`config.mk`:
```
export PLATFORM = sky130hd
export DESIGN_NAME = adc_seq_top
export DESIGN_NICKNAME = d
export VERILOG_FILES = /design/src/rtl/adc_seq_pkg.sv /design/src/rtl/adc_seq_dp.sv /design/src/rtl/adc_seq_ctrl.sv /design/src/rtl/adc_seq_top.sv
export SDC_FILE = /design/constraint.sdc
export NUM_CORES = 1
export LEC_CHECK = 0
export BUFFER_PORTS_ARGS = -buffer_cell sky130_fd_sc_hd__buf_2
export CORE_ASPECT_RATIO = 2
export CORE_MARGIN = 4
export CORE_UTILIZATION = 35
export CTS_CLUSTER_SIZE = 30
export DETAILED_ROUTE_END_ITERATION = 12
export GPL_TIMING_DRIVEN = 0
export REMOVE_ABC_BUFFERS = 1
export SYNTH_ARGS = -nofsm -noshare
export SYNTH_HDL_FRONTEND = slang
export SYNTH_SLANG_ARGS = --single-unit
```
`constraint.sdc`:
```
create_clock -name clk -period 4.7 [get_ports clk]
set_input_delay 0.705 -clock clk [delete_from_list [all_inputs] [get_ports clk]]
set_output_delay 0.705 -clock clk [all_outputs]
set_load 0.01 [all_outputs]
```
`src/rtl/adc_seq_pkg.sv`:
```
package adc_seq_pkg;

  typedef enum logic [1:0] {
    PH_AUTOZERO = 2'd0,
    PH_INTEG    = 2'd1,
    PH_DEINT    = 2'd2,
    PH_ZEROINT  = 2'd3
  } phase_e;

  // strobes from control to datapath
  typedef struct packed {
    logic cycRestart;
    logic cycHold;
    logic phClear;
    logic phInc;
    logic polCapture;
    logic latchCross;
    logic latchOver;
    logic busySet;
  } seqStrobe_t;

  // conditions reported back by the datapath
  typedef struct packed {
    logic cycEnd;
    logic integEnd;
    logic deintLimit;
    logic zeroIntLimit;
    logic crossing;
    logic polarity;
  } seqFlag_t;

endpackage

```
`src/rtl/adc_seq_dp.sv`:
```
module adc_seq_dp
  import adc_seq_pkg::*;
#(
  parameter int CNT_W = 12
) (
  input  logic             clk,
  input  logic             rstN,
  input  logic             compOut,
  input  seqStrobe_t       strobe,
  output seqFlag_t         flag,
  output logic [CNT_W-1:0] resCount,
  output logic             resPolarity,
  output logic             resOverrange,
  output logic             status
);

  localparam int CYC_W      = CNT_W + 1;
  localparam int INTEG_LEN  = 2 ** (CNT_W - 1);
  localparam int CYCLE_LEN  = 2 ** (CNT_W + 1);
  localparam int ZI_MAX     = 2 ** (CNT_W - 2);
  localparam logic [CYC_W-1:0] CYC_LAST   = CYC_W'(CYCLE_LEN - 1);
  localparam logic [CYC_W-1:0] INTEG_LAST = CYC_W'(INTEG_LEN - 1);
  localparam logic [CNT_W-1:0] ZI_LAST    = CNT_W'(ZI_MAX - 1);

  logic [CYC_W-1:0] cycCnt;
  logic [CNT_W-1:0] phCnt;
  logic             polQ;
  logic             busyQ;
  logic             busyNeg;

  // conversion-wide timer; rests on its last value while parked
  always_ff @(posedge clk or negedge rstN) begin
    if (!rstN)                 cycCnt <= CYC_LAST;
    else if (strobe.cycRestart) cycCnt <= '0;
    else if (!strobe.cycHold)   cycCnt <= cycCnt + 1'b1;
  end

  // shared counter for deintegrate and recovery
  always_ff @(posedge clk or negedge rstN) begin
    if (!rstN)              phCnt <= '0;
    else if (strobe.phClear) phCnt <= '0;
    else if (strobe.phInc)   phCnt <= phCnt + 1'b1;
  end

  always_ff @(posedge clk or negedge rstN) begin
    if (!rstN)                 polQ <= 1'b0;
    else if (strobe.polCapture) polQ <= compOut;
  end

  // result registers
  always_ff @(posedge clk or negedge rstN) begin
    if (!rstN) begin
      resCount     <= '0;
      resPolarity  <= 1'b0;
      resOverrange <= 1'b0;
    end else if (strobe.latchCross) begin
      resCount     <= phCnt;
      resPolarity  <= polQ;
      resOverrange <= 1'b0;
    end else if (strobe.latchOver) begin
      resCount     <= '1;
      resPolarity  <= polQ;
      resOverrange <= 1'b1;
    end
  end

  // busy: set with integrate, cleared with the write
  always_ff @(posedge clk or negedge rstN) begin
    if (!rstN)                                     busyQ <= 1'b0;
    else if (strobe.busySet)                       busyQ <= 1'b1;
    else if (strobe.latchCross || strobe.latchOver) busyQ <= 1'b0;
  end

  // falling-edge copy stretches the flag by half a clock
  always_ff @(negedge clk or negedge rstN) begin
    if (!rstN) busyNeg <= 1'b0;
    else       busyNeg <= busyQ;
  end

  assign status = busyQ | busyNeg;

  assign flag.cycEnd       = (cycCnt == CYC_LAST);
  assign flag.integEnd     = (cycCnt == INTEG_LAST);
  assign flag.deintLimit   = &phCnt;
  assign flag.zeroIntLimit = (phCnt == ZI_LAST);
  assign flag.crossing     = (compOut != polQ);
  assign flag.polarity     = polQ;

endmodule

```
`src/rtl/adc_seq_ctrl.sv`:
```
module adc_seq_ctrl
  import adc_seq_pkg::*;
(
  input  logic       clk,
  input  logic       rstN,
  input  logic       runHold,
  input  seqFlag_t   flag,
  output seqStrobe_t strobe,
  output logic       selAutoZero,
  output logic       selSignal,
  output logic       selRefForPos,
  output logic       selRefForNeg,
  output logic       selRefCharge,
  output logic       selZeroFb
);

  phase_e phase;
  phase_e nextPhase;

  always_ff @(posedge clk or negedge rstN) begin
    if (!rstN) phase <= PH_AUTOZERO;
    else       phase <= nextPhase;
  end

  always_comb begin
    nextPhase = phase;
    strobe    = '0;
    case (phase)
      PH_AUTOZERO: begin
        if (flag.cycEnd) begin
          if (runHold) begin
            nextPhase         = PH_INTEG;
            strobe.cycRestart = 1'b1;
            strobe.busySet    = 1'b1;
          end else begin
            strobe.cycHold = 1'b1;
          end
        end
      end
      PH_INTEG: begin
        if (flag.integEnd) begin
          nextPhase         = PH_DEINT;
          strobe.polCapture = 1'b1;
          strobe.phClear    = 1'b1;
        end
      end
      PH_DEINT: begin
        if (flag.crossing) begin
          nextPhase         = PH_AUTOZERO;
          strobe.latchCross = 1'b1;
        end else if (flag.deintLimit) begin
          nextPhase        = PH_ZEROINT;
          strobe.latchOver = 1'b1;
          strobe.phClear   = 1'b1;
        end else begin
          strobe.phInc = 1'b1;
        end
      end
      PH_ZEROINT: begin
        if (flag.crossing || flag.zeroIntLimit) nextPhase = PH_AUTOZERO;
        else                                    strobe.phInc = 1'b1;
      end
      default: nextPhase = PH_AUTOZERO;
    endcase
  end

  assign selAutoZero  = (phase == PH_AUTOZERO);
  assign selSignal    = (phase == PH_INTEG);
  assign selRefForPos = (phase == PH_DEINT) &&  flag.polarity;
  assign selRefForNeg = (phase == PH_DEINT) && !flag.polarity;
  assign selZeroFb    = (phase == PH_ZEROINT);
  assign selRefCharge = (phase == PH_AUTOZERO) || (phase == PH_ZEROINT);

endmodule

```
`src/rtl/adc_seq_top.sv`:
```
module adc_seq_top
  import adc_seq_pkg::*;
#(
  parameter int CNT_W = 12
) (
  input  logic             clk,
  input  logic             rstN,
  input  logic             runHold,
  input  logic             compOut,
  output logic             selAutoZero,
  output logic             selSignal,
  output logic             selRefForPos,
  output logic             selRefForNeg,
  output logic             selRefCharge,
  output logic             selZeroFb,
  output logic [CNT_W-1:0] resCount,
  output logic             resPolarity,
  output logic             resOverrange,
  output logic             status
);

  seqStrobe_t strobe;
  seqFlag_t   flag;

  adc_seq_ctrl u_ctrl (
    .clk          (clk),
    .rstN         (rstN),
    .runHold      (runHold),
    .flag         (flag),
    .strobe       (strobe),
    .selAutoZero  (selAutoZero),
    .selSignal    (selSignal),
    .selRefForPos (selRefForPos),
    .selRefForNeg (selRefForNeg),
    .selRefCharge (selRefCharge),
    .selZeroFb    (selZeroFb)
  );

  adc_seq_dp #(.CNT_W(CNT_W)) u_dp (
    .clk          (clk),
    .rstN         (rstN),
    .compOut      (compOut),
    .strobe       (strobe),
    .flag         (flag),
    .resCount     (resCount),
    .resPolarity  (resPolarity),
    .resOverrange (resOverrange),
    .status       (status)
  );

endmodule

```
==> results.txt, run 1 <==
* Number of distinct standard cells referenced by the synthesized netlist: 55
* Fraction of the yosys area taken by sequential cells: 45.2%
* Initial antenna violation count: 0
- The flow ran to the end, and the final reports show no timing, DRC or antenna violations.
- Routed via count: 1,954
* Die outline width: 67.4 um
* YS warnings: 0
- CTS tree: yes
- Cts-stage hold buffer count: 0
- After global routing the overflow that remains totals 0.
- For this design the static power due to leakage is 1.22 nW.
- Sort of element at the end of the critical path: primary output
- Number of register bits inferred by synthesis: 44
- After floorplanning, the core was divided into 43 placement rows.
- Total power draw: 1.34 mW
- Category of the worst setup path launch point: flip-flop
- Most common cell after layout, fill and taps aside: sky130_fd_sc_hd__nand3_1
- Synthesis-to-layout area growth: 13.3%
- Nets: 282
- Measured on the finished design, the core utilization comes to 40.6%.
- The die covers 8550 um2.
- The final number of hold-violating endpoints was 0.
- Final HPWL from detailed placement: 4050 um
- Across the routed clock network, the largest skew measured is 0.0202 ns.
* Post-synth EDFFs: 0
* Fillcell total: 738
* Setup-failing EPs final: 0
- Entering global routing, the biggest net connects 45 pins.
- Aggregate routed wire length: 5530 um
- Die span in y: 127 um
* Worst slack after detailed placement: 0.860 ns
- Setup repair after global routing left no endpoint under its margin.
- Cell at the root of the clock tree: sky130_fd_sc_hd__clkbuf_16
- The worst pin sits at a relative slew slack of 34.6%.
- Worst hold path startpoint: u_dp.resOverrange$_DFFE_PN0P_
* Core footprint: 6890 um2
* Port Buffer Count: 24
- After clock tree synthesis, the clock-pin slew on the worst setup and hold paths is 0.06 ns.
- Largest fanout on the critical path: 1
* Clock Sink Count: 44
- Most used flip-flop cell after synthesis: sky130_fd_sc_hd__dfrtp_1
* Drt via density: 5.40
- Share of synthesized registers carrying an async set or reset: 100%
- On the final layout, the worst hold slack is 0.473 ns.
- Worst path setup slack after routing: 0.602 ns
- For the worst setup path, the data arrival time is 3.39 ns.
- At the later pin of the worst-skew pair, clock insertion delay measures 0.31 ns.
- In this run the register-to-register setup slack is 1.80 ns.
- Post-cts resize count: 0
- Across the VDD grid, the largest voltage drop is 180 uV.
- Type of the most critical hold path: flip-flop to flip-flop
- STA puts the critical path data required time at 3.99 ns.
* Category of the critical setup timing path: flip-flop to primary output
* Number of maximum-capacitance constraint violations: 0
- After detailed routing, the number of remaining DRC violations is 0.
- The H-tree was split into 2 levels.
- In the global route stage, overall resource usage came out at 14.4%.
- Avg WL per Cell: 15.3 um
- CP startpoint: u_dp.busyNeg$_DFF_NN0_
* Global-route wire length before repair: 9530 um
- Cells with a size suffix above 1 make up 22.8% of the layout.
- Number of global-route vias before repair: 1,982
- In this run the mean area of a mapped cell was 9.88 um2.
* CTS Buffer Depth: 2
- Initial core utilization: 35.9%
- After synthesis the cells add up to 2470 um2.
- The number of antenna diodes in the final layout is 0.
- Detailed Route Iter0 Violations: 98
- Counting the buffers created by CTS gives 5.
- Post-CTS timing repair inserted 0 buffers for setup.
- Detailed Routing Iterations Pass 1: 4
* Setup Total Neg Slack: 0 ns
- Startpoint of the most critical register-to-register path: u_ctrl.phase[0]$_DFFE_PN0P_
* Gpl congestion: 0.826
- Most used cells in the layout excluding fill and tap cells: sky130_fd_sc_hd__nand3_1, sky130_fd_sc_hd__dfrtp_1, sky130_fd_sc_hd__nand2_1, sky130_fd_sc_hd__buf_2, sky130_fd_sc_hd__nor2_1
- Count of mapped cells out of synthesis: 250
- For this design the top-level I/O count stands at 25.
* Slew at the pin with the worst max-slew slack: 0.980 ns
- Number of nets with antenna violations after detailed routing: 0
- Power density over the cells: 477 nW/um2
- The max-slew violation count was 0.
critical path, cell delays in order, from the launching register on:
cell and delay [ns]:
sky130_fd_sc_hd__dfrtn_1 0.31, sky130_fd_sc_hd__or2_2 0.28, sky130_fd_sc_hd__buf_2 0.14
sequential cells by signal (all words and copies together) (netlist names):
name               count
u_dp.cycCnt           13
u_dp.resPolarity       1
u_dp.resOverrange      1
u_dp.phCnt            12
u_dp.busyQ             1
u_ctrl.phase           2
u_dp.busyNeg           1
u_dp.resCount         12
u_dp.polQ              1
power breakdown:
group | leakage (nW) | internal, mW | total [mW] | switching [mW]
clock | 0.0701 | 0.212 | 0.355 | 0.143
combinational | 0.619 | 0.179 | 0.449 | 0.269
sequential | 0.531 | 0.453 | 0.533 | 0.0798
total | 1.22 | 0.844 | 1.34 | 0.492
cell usage after synthesis, types with 2 or more instances:
| master | instances | area (um2) |
|---|---|---|
| sky130_fd_sc_hd__o21ai_0 | 6 | 30.0 |
| sky130_fd_sc_hd__o31ai_1 | 2 | 15.0 |
| sky130_fd_sc_hd__buf_6 | 2 | 22.5 |
| sky130_fd_sc_hd__nand4_1 | 7 | 43.8 |
| sky130_fd_sc_hd__mux2i_1 | 6 | 60.1 |
| sky130_fd_sc_hd__a21boi_0 | 2 | 15.0 |
| sky130_fd_sc_hd__nand4_4 | 2 | 42.5 |
| sky130_fd_sc_hd__nand3_1 | 33 | 165 |
| sky130_fd_sc_hd__dfrtp_1 | 30 | 751 |
| sky130_fd_sc_hd__nor3_1 | 3 | 15.0 |
| sky130_fd_sc_hd__or3_1 | 3 | 18.8 |
| sky130_fd_sc_hd__nand2_1 | 26 | 97.6 |
| sky130_fd_sc_hd__xor2_1 | 2 | 17.5 |
| sky130_fd_sc_hd__ha_1 | 7 | 87.6 |
| sky130_fd_sc_hd__nor2_1 | 18 | 67.6 |
| sky130_fd_sc_hd__inv_1 | 7 | 26.3 |
| sky130_fd_sc_hd__nor2b_1 | 2 | 12.5 |
| sky130_fd_sc_hd__a21oi_1 | 10 | 50.1 |
| sky130_fd_sc_hd__nand2b_1 | 2 | 12.5 |
| sky130_fd_sc_hd__nor4_1 | 4 | 25.0 |
| sky130_fd_sc_hd__dfstp_2 | 13 | 342 |
| sky130_fd_sc_hd__xnor2_1 | 11 | 96.3 |
| sky130_fd_sc_hd__or4_1 | 3 | 22.5 |
| sky130_fd_sc_hd__a31oi_1 | 2 | 12.5 |
| sky130_fd_sc_hd__and3_1 | 4 | 25.0 |
| sky130_fd_sc_hd__or2_2 | 2 | 12.5 |
| sky130_fd_sc_hd__clkbuf_1 | 3 | 11.3 |
| sky130_fd_sc_hd__o211ai_1 | 4 | 30.0 |
| sky130_fd_sc_hd__mux2_2 | 4 | 45.0 |
| sky130_fd_sc_hd__nand2_2 | 2 | 12.5 |
| sky130_fd_sc_hd__buf_2 | 4 | 20.0 |
metal layers:
| layer | vias to the layer above | GRT usage [%] | wire (um) |
|---|---|---|---|
| met5 | - | 0 | 0 |
| met4 | 0 | 5.62 | 115 |
| met3 | 8 | 3.01 | 183 |
| met2 | 32 | 27.0 | 3200 |
| met1 | 962 | 14.7 | 2030 |
| li1 | 952 | - | - |
metrics by stage:
stage / instances / area [um2]
floorplan: 240 / 2410
global placement: 354 / 2640
detailed placement: 354 / 2650
CTS: 362 / 2800
global route: 362 / 2800
finish: 362 / 2800
worst paths after layout:
check / endpoint / depth (start not counted)
max in group asynchronous: u_dp.busyNeg$_DFF_NN0_ / 1
min in group asynchronous: u_dp.busyQ$_DFFE_PN0P_ / 1
hold reg to reg: u_dp.resOverrange$_DFFE_PN0P_ / 2
hold / removal: u_dp.resOverrange$_DFFE_PN0P_ / 2
setup / recovery: status / 2
setup reg to reg: u_dp.resPolarity$_DFFE_PN0P_ / 6
cell families (layout without fill, tap and decap cells):
logic type                 after synthesis  after routing  share of synthesized area [%]
xor gates and xnor gates                13             13                           4.61
muxes                                   10             10                           4.26
adders and majority gates                7              7                           3.55
AOI/OAI and AO/OA                       37             37                           10.7
and+or+nand+nor                        122            122                           28.1
buffers and inverters                   17             39                           3.55
DFF                                     44             44                           45.2
cell type report:
type	instances	area [um2]	share of cell area, %
Clock buffer	7	143	5.10
Clock inverter	1	7.51	0.268
Inverter	7	26.3	0.939
Multi-Input combinational cell	189	1270	45.5
Sequential cell	44	1120	39.9
Tap cell	90	113	4.02
Timing Repair Buffer	24	120	4.29
(Power assumes the default switching activity.)
==> inputs of run 2 (changes only) <==
--- a/config.mk
+++ b/config.mk
@@ -15,4 +15,5 @@
 export REMOVE_ABC_BUFFERS = 1
 export SYNTH_ARGS = -nofsm -noshare
 export SYNTH_HDL_FRONTEND = slang
+export SYNTH_HIERARCHICAL = 1
 export SYNTH_SLANG_ARGS = --single-unit
==> run 2 against run 1 <==
Effect of this change:
- sequential cell count unchanged
- combinational power is 22% lower
- count of clock-buffer cells in the layout shrank 1
- global-route usage fell by 0.92 points
- final cell count is 6.9% lower
- clock skew rose by 0.0013 ns
- sequential power rose by 4%
- via count decreased by 15%
- non-clock buffer count unchanged
- critical path depth unchanged
- register-to-register slack worse by 0.62 ns
- die area is 8.6% lower
==> results.txt, run 2 <==
- The first global-routing pass estimated 8140 um of wire.
* Post CTS Setup Buffer Count: 0
* Total global routing overflow: 0
- Clk Latency, worst-skew pair: 0.30 ns
* Slew at the pin with the worst max-slew slack: 0.983 ns
- Number of maximum-capacitance constraint violations: 0
- In the routed layout, each cell is associated on average with a via count of 4.92.
* CTS buffer count: 5
- Aggregate routed wire length: 4630 um
- The Yosys step of the flow raised 6 warnings.
* Top cells by instance count after synthesis: sky130_fd_sc_hd__nor2_1, sky130_fd_sc_hd__dfrtp_1, sky130_fd_sc_hd__nand2_1
- Summing over every cut layer, the via total after detailed routing is 1,657.
* Gpl congestion: 0.754
* Worst EP required: 3.99 ns
* Post-synthesis share of cell area spent on xor and xnor gates: 7.44%
* Number of nets with antenna violations after detailed routing: 0
- In the layout the commonest cells are sky130_fd_sc_hd__nor2_1, sky130_fd_sc_hd__dfrtp_1, sky130_fd_sc_hd__buf_2, sky130_fd_sc_hd__nand2_1, sky130_fd_sc_hd__o21ai_0.
- u_dp/cycCnt holds more flip-flops than any other register.
- In the synthesized netlist, mux cells make up 2.35% of the area.
- Across the routed clock network, the largest skew measured is 0.0215 ns.
- Global routing used 13.4% of the available tracks.
- Final Hold Violating Endpoints: 0
* Most common cell after layout, fill and taps aside: sky130_fd_sc_hd__nor2_1
* Setup Total Neg Slack: 0 ns
- Clock tree synthesis selected as its root buffer the cell sky130_fd_sc_hd__clkbuf_16.
- The worst setup path is of the flip-flop to primary output kind.
- Fill cells in the final layout number 657.
- Post-synth EDFFs: 0
* Relative slew margins: 34.5%
- Detailed Routing Iterations Pass 1: 4
* Port Buffer Count: 24
- Synthesis-to-layout area growth: 15.5%
- The path class of the tightest hold or removal check is flip-flop to flip-flop.
* Most used flip-flop cell after synthesis: sky130_fd_sc_hd__dfrtp_1
- Share of synthesized registers carrying an async set or reset: 100%
- Including well taps, the total number of placed cells is 329.
* WP data arrival: 3.39 ns
- Avg WL per Cell: 13.7 um
- Number of global-route vias before repair: 1,742
- Crit path max-delay family: flip-flops
* Cts-stage hold buffer count: 0
- The die is 64.5 um wide.
* H-tree depth: 2
- Power spread over the standard cell area amounts to 493 nW/um2.
- The synthesized design spends more area on one cell type than any other, namely sky130_fd_sc_hd__dfrtp_1.
- DRC errors left: 0
* Initial antenna violation count: 0
* Initial core utilization: 35.7%
* Number of max-slew violations in the final report: 0
- In this run the most critical hold path is launched from u_dp/resOverrange$_DFFE_PN0P_.
- Clock Sink Count: 44
- After synthesis, the largest family of logic cells by area is simple AND/OR/NAND/NOR gates.
- Detailed placement finished with a half-perimeter wire length of 3380 um.
- Total power draw: 1.27 mW
* Max stage delay on crit path: 0.32 ns
* Post-synthesis share of cell area spent on full adders, half adders and majority gates: 3.91%
- Yosys mapped the design onto 42 distinct sky130hd cell types.
* Detailed Route Iter0 Violations: 94
* Largest net degree at the start of global routing: 45
- CP startpoint: u_dp/busyNeg$_DFF_NN0_
- Core footprint: 6260 um2
* Largest registers: u_dp/cycCnt: 13 flops, u_dp/phCnt: 12 flops, u_dp/resCount: 12 flops
- Along the worst path, the maximum fanout reaches 1.
- Summing every instance area after synthesis gives 2240 um2.
- The run finished with clean final reports.
- The die covers 7810 um2.
- Setup violations remaining at the end of the flow were counted as 0.
* Leakage power: 1.13 nW
* Share of the synthesized area in compound gates (AO/OA/AOI/OAI): 8.22%
- Mean instance size in the synthesized netlist: 9.81 um2
- In this run the critical register-to-register path is launched from u_dp/phCnt[5]$_DFFE_PN0P_.
- The die is 121 um tall.
* Largest vdd supply drop: 218 uV
- Nets: 261
* Proportion of netlist area held by the largest area contributor: 33.6%
- Post-cts resize count: 0
* Fraction of layout cells with a size suffix above 1: 23.1%
- STA classifies the critical path endpoint as a primary output.
* CTS tree: yes
* Antenna cells: 0
* Fraction of the yosys area taken by sequential cells: 49.9%
- Setup repair after global routing left no endpoint under its margin.
- The clock passes through at most 2 buffers.
- Walking the worst path, the cells encountered are or2_2 -> buf_2.
- The most common cell in the synthesized netlist is sky130_fd_sc_hd__nor2_1.
- Counting every instance in the synthesized netlist gives 228.
* Post-synthesis share of cell area spent on and, or, nand and nor gates: 25.2%
- Worst hold margin: 0.493 ns
* FP Rows: 41
- Reg clk slew, reported paths: 0.06 ns
- After synthesis, the cell types taking the most area are sky130_fd_sc_hd__dfrtp_1, sky130_fd_sc_hd__dfstp_2, sky130_fd_sc_hd__nor2_1.
- Largest register FFs: 13
* Number of register bits inferred by synthesis: 44
- Category of the worst setup path launch point: flip-flop
- After the flow finishes, the layout carries non-filler instances totaling 337.
- Among all stages on the critical path, the largest delay is contributed by sky130_fd_sc_hd__dfrtn_1.
- Io pins: 25
- Buffers plus inverters on the worst setup path: 1
==> run 2: routing by layer <==
layer	GRT usage (%)	up-vias	routed length, um
li1	-	815	-
met1	13.5	811	1780
met2	25.9	24	2650
met3	2.69	7	120
met4	5.56	0	89
met5	0	-	0
==> run 2: path summary, 6_finish.rpt <==
check | to | slack, ns | depth (start not counted)
max | status | 0.61 | 2
min | u_dp/resOverrange$_DFFE_PN0P_ | 0.49 | 2
max reg2reg | u_dp/phCnt[11]$_DFFE_PN0P_ | 1.18 | 9
min reg2reg | u_dp/resOverrange$_DFFE_PN0P_ | 0.49 | 2
max in group asynchronous | u_dp/busyNeg$_DFF_NN0_ | 1.29 | 1
min in group asynchronous | u_dp/busyQ$_DFFE_PN0P_ | 0.58 | 1
==> run 2: logic make-up (layout without fill, tap and decap cells) <==
logic type,count (synthesis),count (layout)
and+or+nand+nor,108,108
DFF,44,44
AOI/OAI and AO/OA,30,30
xor gates and xnor gates,19,19
buffers and inverters,15,38
adders and majority gates,7,7
muxes,5,5
==> run 2: area by class of cell <==
cell class | instances | area, um2 | share of cell area (%)
well taps | 86 | 108 | 4.16
multi-input cells | 169 | 1050 | 40.8
flip-flops and latches | 44 | 1120 | 43.2
clock inverters | 2 | 12.5 | 0.484
inverters | 6 | 22.5 | 0.871
repair buffers | 24 | 120 | 4.65
clock buffers | 6 | 150 | 5.81
==> run 2: worst min-delay path, cell delays in order, from the launching register on <==
cell and delay, ns:
sky130_fd_sc_hd__dfrtp_1 0.34, sky130_fd_sc_hd__nor2_1 0.04, sky130_fd_sc_hd__nor2_1 0.07
==> run 2: per-stage QoR <==
| stage | cell area [um2] | setup slack, ns | utilization [%] |
|---|---|---|---|
| after floorplan | 2190 | 1.04 | - |
| after global placement | 2420 | 0.878 | 38.7 |
| after detailed placement | 2420 | 0.864 | 38.7 |
| after CTS | 2580 | 0.594 | 41.3 |
| after global routing | 2580 | 0.578 | 41.3 |
| final | 2580 | 0.608 | 41.3 |
==> run 2: power by group <==
group | leakage, nW | switching [mW] | internal, mW
logic | 0.504 | 0.200 | 0.151
registers | 0.545 | 0.0742 | 0.478
clock network | 0.0780 | 0.143 | 0.228
total | 1.13 | 0.416 | 0.857
